## src/rtl/uart9_pkg.sv

```systemverilog
package uart9_pkg;

  // Majority vote of three line samples
  function automatic logic maj3(input logic a, input logic b, input logic c);
    return (a & b) | (a & c) | (b & c);
  endfunction

endpackage

```

## src/rtl/uart9_tx.sv

```systemverilog
module uart9_tx #(
  parameter int DATA_W = 8,
  parameter int OVS    = 16
) (
  input  logic              clk,
  input  logic              rst_n,
  input  logic              tick,
  input  logic              load_valid,
  input  logic [DATA_W-1:0] load_data,
  input  logic              load_bit9,
  output logic              ready,
  output logic              txd,
  output logic              stop_begin
);
  localparam int FRAME_BITS = DATA_W + 3;
  localparam int CNT_W      = $clog2(OVS);
  localparam int IDX_W      = $clog2(FRAME_BITS);

  logic                  busy;
  logic [FRAME_BITS-1:0] shreg;
  logic [CNT_W-1:0]      sub;
  logic [IDX_W-1:0]      idx;

  always_ff @(posedge clk or negedge rst_n) begin
    if (!rst_n) begin
      busy       <= 1'b0;
      shreg      <= '1;
      sub        <= '0;
      idx        <= '0;
      stop_begin <= 1'b0;
    end else begin
      stop_begin <= 1'b0;
      if (!busy) begin
        if (load_valid) begin
          busy  <= 1'b1;
          shreg <= {1'b1, load_bit9, load_data, 1'b0};
          sub   <= '0;
          idx   <= '0;
        end
      end else if (tick) begin
        if (sub == CNT_W'(OVS - 1)) begin
          sub <= '0;
          if (idx == IDX_W'(FRAME_BITS - 1)) begin
            busy  <= 1'b0;
            shreg <= '1;
          end else begin
            shreg <= {1'b1, shreg[FRAME_BITS-1:1]};
            idx   <= idx + IDX_W'(1);
            if (idx == IDX_W'(FRAME_BITS - 2)) stop_begin <= 1'b1;
          end
        end else begin
          sub <= sub + CNT_W'(1);
        end
      end
    end
  end

  assign txd   = shreg[0];
  assign ready = !busy;

endmodule

```

## src/rtl/uart9_rx.sv

```systemverilog
module uart9_rx
  import uart9_pkg::*;
#(
  parameter int DATA_W = 8,
  parameter int OVS    = 16
) (
  input  logic              clk,
  input  logic              rst_n,
  input  logic              tick,
  input  logic              rxd,
  input  logic              enable,
  output logic              frame_end,
  output logic [DATA_W-1:0] frame_data,
  output logic              frame_bit9
);
  localparam int FRAME_BITS = DATA_W + 3;
  localparam int CNT_W      = $clog2(OVS);
  localparam int IDX_W      = $clog2(FRAME_BITS);
  localparam int MID        = OVS / 2;

  logic             s1, s2, prev;
  logic             active;
  logic [CNT_W-1:0] sub;
  logic [IDX_W-1:0] idx;
  logic             m0, m1;
  logic [DATA_W:0]  shreg;
  logic             vote;

  assign vote = maj3(m0, m1, s2);

  always_ff @(posedge clk or negedge rst_n) begin
    if (!rst_n) begin
      s1 <= 1'b1;
      s2 <= 1'b1;
    end else begin
      s1 <= rxd;
      s2 <= s1;
    end
  end

  always_ff @(posedge clk or negedge rst_n) begin
    if (!rst_n) begin
      prev      <= 1'b1;
      active    <= 1'b0;
      sub       <= '0;
      idx       <= '0;
      m0        <= 1'b1;
      m1        <= 1'b1;
      shreg     <= '0;
      frame_end <= 1'b0;
    end else begin
      frame_end <= 1'b0;
      if (tick) prev <= s2;
      if (!enable) begin
        active <= 1'b0;
      end else if (!active) begin
        if (tick && prev && !s2) begin
          active <= 1'b1;
          sub    <= '0;
          idx    <= '0;
        end
      end else if (tick) begin
        if (sub == CNT_W'(OVS - 1)) begin
          sub <= '0;
          idx <= idx + IDX_W'(1);
        end else begin
          sub <= sub + CNT_W'(1);
        end
        if (sub == CNT_W'(MID - 1)) m0 <= s2;
        if (sub == CNT_W'(MID))     m1 <= s2;
        if (sub == CNT_W'(MID + 1)) begin
          if (idx == '0) begin
            if (vote) active <= 1'b0;
          end else if (idx == IDX_W'(FRAME_BITS - 1)) begin
            active    <= 1'b0;
            frame_end <= 1'b1;
          end else begin
            shreg <= {vote, shreg[DATA_W:1]};
          end
        end
      end
    end
  end

  assign frame_data = shreg[DATA_W-1:0];
  assign frame_bit9 = shreg[DATA_W];

endmodule

```

## src/rtl/uart9_flags.sv

```systemverilog
module uart9_flags #(
  parameter int DATA_W = 8
) (
  input  logic              clk,
  input  logic              rst_n,
  input  logic              tx_set,
  input  logic              frame_end,
  input  logic [DATA_W-1:0] frame_data,
  input  logic              frame_bit9,
  input  logic              mp_mode,
  input  logic              irq_enable,
  input  logic              tx_clr,
  input  logic              rx_clr,
  output logic              tx_done,
  output logic              rx_done,
  output logic [DATA_W-1:0] rx_data,
  output logic              rx_bit9,
  output logic              irq
);
  logic accept;

  assign accept = frame_end && !rx_done && (!mp_mode || frame_bit9);

  always_ff @(posedge clk or negedge rst_n) begin
    if (!rst_n) begin
      tx_done <= 1'b0;
      rx_done <= 1'b0;
      rx_data <= '0;
      rx_bit9 <= 1'b0;
    end else begin
      if (tx_set)      tx_done <= 1'b1;
      else if (tx_clr) tx_done <= 1'b0;
      if (accept) begin
        rx_done <= 1'b1;
        rx_data <= frame_data;
        rx_bit9 <= frame_bit9;
      end else if (rx_clr) begin
        rx_done <= 1'b0;
      end
    end
  end

  assign irq = irq_enable && (tx_done || rx_done);

endmodule

```

## src/rtl/uart9_core.sv

```systemverilog
module uart9_core #(
  parameter int DATA_W = 8,
  parameter int OVS    = 16
) (
  input  logic              clk,
  input  logic              rst_n,
  input  logic              baud_tick,
  input  logic              tx_valid,
  output logic              tx_ready,
  input  logic [DATA_W-1:0] tx_data,
  input  logic              tx_bit9,
  input  logic              rx_enable,
  input  logic              mp_mode,
  input  logic              irq_enable,
  input  logic              tx_done_clr,
  input  logic              rx_done_clr,
  output logic              tx_done,
  output logic              rx_done,
  output logic [DATA_W-1:0] rx_data,
  output logic              rx_bit9,
  output logic              irq,
  output logic              txd,
  input  logic              rxd
);
  logic              stop_begin;
  logic              frame_end;
  logic [DATA_W-1:0] frame_data;
  logic              frame_bit9;

  uart9_tx #(.DATA_W(DATA_W), .OVS(OVS)) u_tx (
    .clk(clk), .rst_n(rst_n), .tick(baud_tick),
    .load_valid(tx_valid), .load_data(tx_data), .load_bit9(tx_bit9),
    .ready(tx_ready), .txd(txd), .stop_begin(stop_begin)
  );

  uart9_rx #(.DATA_W(DATA_W), .OVS(OVS)) u_rx (
    .clk(clk), .rst_n(rst_n), .tick(baud_tick), .rxd(rxd),
    .enable(rx_enable), .frame_end(frame_end),
    .frame_data(frame_data), .frame_bit9(frame_bit9)
  );

  uart9_flags #(.DATA_W(DATA_W)) u_flags (
    .clk(clk), .rst_n(rst_n), .tx_set(stop_begin),
    .frame_end(frame_end), .frame_data(frame_data), .frame_bit9(frame_bit9),
    .mp_mode(mp_mode), .irq_enable(irq_enable),
    .tx_clr(tx_done_clr), .rx_clr(rx_done_clr),
    .tx_done(tx_done), .rx_done(rx_done), .rx_data(rx_data),
    .rx_bit9(rx_bit9), .irq(irq)
  );

endmodule

```

## config.mk

```make
export PLATFORM = sky130hd
export DESIGN_NAME = uart9_core
export DESIGN_NICKNAME = d
export VERILOG_FILES = /design/src/rtl/uart9_pkg.sv /design/src/rtl/uart9_tx.sv /design/src/rtl/uart9_rx.sv /design/src/rtl/uart9_flags.sv /design/src/rtl/uart9_core.sv
export SDC_FILE = /design/constraint.sdc
export NUM_CORES = 1
export LEC_CHECK = 0
export ABC_AREA = 1
export BUFFER_PORTS_ARGS = -buffer_cell sky130_fd_sc_hd__buf_2
export CORE_MARGIN = 5
export CORE_UTILIZATION = 58
export DETAILED_ROUTE_END_ITERATION = 6
export GPL_TIMING_DRIVEN = 1
export PLACE_DENSITY = 0.8
export SYNTH_ARGS = -nofsm -noshare
export SYNTH_HDL_FRONTEND = slang
export SYNTH_SLANG_ARGS = --single-unit
export TNS_END_PERCENT = 5
```

## constraint.sdc

```tcl
create_clock -name clk -period 2.1 [get_ports clk]
set_clock_uncertainty 0.2 [all_clocks]
set_input_delay 0.63 -clock clk [delete_from_list [all_inputs] [get_ports clk]]
set_output_delay 0.63 -clock clk [all_outputs]
set_load 0.02 [all_outputs]
```

==> impl_metrics.env <==
export IMPL_slew_headroom_pct=67.3
export IMPL_first_pass_iters=4
export IMPL_dieHeight_um=78.9
export IMPL_end_kind="output pin"
export IMPL_clkTransAtPathRegs_ns=0.10
export IMPL_grt_pass1_vias=1904
export IMPL_area_growth_pct=11.5
export IMPL_dieArea_um2=6220
export IMPL_cts_max_level=2
export IMPL_worstSetupStartpointType="register"
export IMPL_synth_net_count=333
export IMPL_cap_violations=0
export IMPL_status="finished clean"
export IMPL_cts_buffers=5
export IMPL_layout_cells_most_common_list="nand2_1 (70), dfrtp_1 (40), inv_1 (38)"
export IMPL_netlist_top_cells_area="dfrtp_1 (36%), dfstp_2 (14%), nand2_1 (9.5%)"
export IMPL_io_buffers=32
export IMPL_avgSynthCellArea_um2=9.05
export IMPL_drt_total_wl_mm=4.88
export IMPL_synth_seq_area_share_pct=50.7
export IMPL_required_ns=1.27
export IMPL_synth_cell_type_count=28
export IMPL_final_nets=369
export IMPL_timing_final_crit_share_pct=92.5
export IMPL_drc=0
export IMPL_worstSkewPairLatency_ns=0.31
export IMPL_netlist_area_um2=2750
export IMPL_finalSetupTns_ns=0
export IMPL_overflow=0
export IMPL_drt_iter0_drc=59
export IMPL_place_gp_congestion=0.871
export IMPL_fmax_mhz=515
export IMPL_n_antenna_cell=0
export IMPL_rows=25
export IMPL_hp_class="primary input to async pin"
export IMPL_num_io_pins=33
export IMPL_period_needed_ns=1.94
export IMPL_viasPerCell=5.15
export IMPL_ant_nets=0
export IMPL_grt_max_degree=24
export IMPL_antenna_found_initial=0
export IMPL_ir_drop_mv=0.663
export IMPL_synth_top_area_share_pct=36.4
export IMPL_dpl_cell_area_um2=2960
export IMPL_wl_per_cell_um=12.3
export IMPL_grtUsageTotal_pct=17.2
export IMPL_yosys_warnings=0
export IMPL_p_leak_uw=0.00156
export IMPL_cp_max_fo=8
export IMPL_layout_commonest_cell="nand2_1"
export IMPL_finalMaxSlewViolations=0
export IMPL_power_density_nw_per_um2=891
export IMPL_path_class="register to output pin"
export IMPL_final_area_um2=3070
export IMPL_fp_dieW_um=78.9
export IMPL_clock_sinks=55
export IMPL_vias=2036
export IMPL_initial_core_util_pct=59.0
export IMPL_cts_max_path_buffers=2
export IMPL_cts_resized=0
export IMPL_synth_top_area_cell="dfrtp_1"
export IMPL_holdBufCountCts=0
export IMPL_synth_cells=304
export IMPL_root_buffer="clkbuf_8"
export IMPL_ys_ff_latch=55
export IMPL_finalSetupViolations=0
export IMPL_tightestPinTransition_ns=0.491
export IMPL_grt_pass1_wl_mm=8.49
export IMPL_cts_setup_buffers=0
export IMPL_fillers=372
export IMPL_rsz0062_at_grt="false"
export IMPL_hold_viol_final=0
export IMPL_core_um2=4660
export IMPL_cts_tree="yes"
export IMPL_hpwl_mm=3.63
export IMPL_drive_gt1_share_pct=26.4
export IMPL_arrival_ns=1.11
-- kinds of logic after synthesis --
family / share of synthesized area [%]
AOI/OAI and AO/OA: 11.2
DFF: 50.7
adders and majority gates: 4.55
muxes: 2.55
and+or+nand+nor: 22.6
xor gates and xnor gates: 0.637
buffers and inverters: 7.78
-- final cells by class --
class,count,area (um^2),area share (%)
clock inverter,3,38.8,1.26
multi-input combinational,201,1140,37.2
sequential,55,1400,45.5
clock buffer,5,68.8,2.24
inverter,42,160,5.22
tap,54,67.6,2.20
timing repair buffer,35,195,6.36
-- power by group --
| part | internal (uW) | total, uW | switching [uW] |
|---|---|---|---|
| Combinational | 243 | 594 | 351 |
| Sequential | 1310 | 1450 | 147 |
| Clock | 350 | 688 | 338 |
-- synthesized netlist by cell type --
master	instances
o21bai_1	1
inv_1	38
nand2_4	4
dfrtp_1	40
nor2_4	3
nor2_1	24
nor3_1	2
xnor2_1	1
mux2i_1	7
nor3_2	1
ha_1	10
dfstp_2	15
inv_2	3
nand3_2	1
nand3_1	22
clkbuf_1	1
xor2_1	1
buf_6	4
buf_2	1
inv_4	1
nand4_1	6
o21ai_2	9
nand2_2	2
o21ai_0	24
a21oi_1	3
nand2_1	70
a21oi_2	9
o21a_1	1
-- path summary, 6_finish.rpt --
| check | start | end | slack, ns | cells after the start |
|---|---|---|---|---|
| min in group clk | u_rx.s1 | u_rx.s2 | 0.16 | 0 |
| max in group asynchronous | rst_n | u_rx.s1 | 1.05 | 2 |
| max | u_tx.busy | tx_ready | 0.16 | 2 |
| min | rst_n | u_flags.rx_data[4] | 0.07 | 1 |
| max reg2reg | u_tx.idx[0] | u_tx.idx[1] | 0.34 | 6 |
| min reg2reg | u_rx.s1 | u_rx.s2 | 0.16 | 0 |
-- worst max-delay path, stage by stage (launching register included) --
cell and delay [ns]:
dfrtp_1 0.51, inv_4 0.13, buf_2 0.17
-- routing by layer --
metal | routed length, um | GRT usage (%) | vias to the layer above
met5 | 0 | 0 | -
met4 | 72 | 6.01 | 0
met3 | 206 | 4.20 | 6
met2 | 2300 | 28.7 | 40
met1 | 2300 | 22.0 | 947
li1 | - | - | 1043
-- flip-flops by register name, indices dropped and copies added, names as in the netlist, 4 cells and up --
| signal | flops |
|---|---|
| u_rx.shreg | 9 |
| u_tx.sub | 4 |
| u_tx.shreg | 10 |
| u_rx.idx | 4 |
| u_tx.idx | 4 |
| u_rx.sub | 4 |
| u_flags.rx_data | 8 |
-- through the flow --
stage	util [%]	setup slack (ns)	total power, uW	hold slack (ns)	instances
after global routing	65.8	0.0938	2940	0.0884	395
after detailed placement	63.5	0.159	2080	0.149	387
after floorplan	-	0.434	1910	0.134	304
after CTS	65.8	0.150	2770	0.0758	395
after global placement	63.5	0.255	2040	0.146	387
final	65.8	0.158	2730	0.0673	395
No activity file was read; power rests on OpenSTA's default activity.
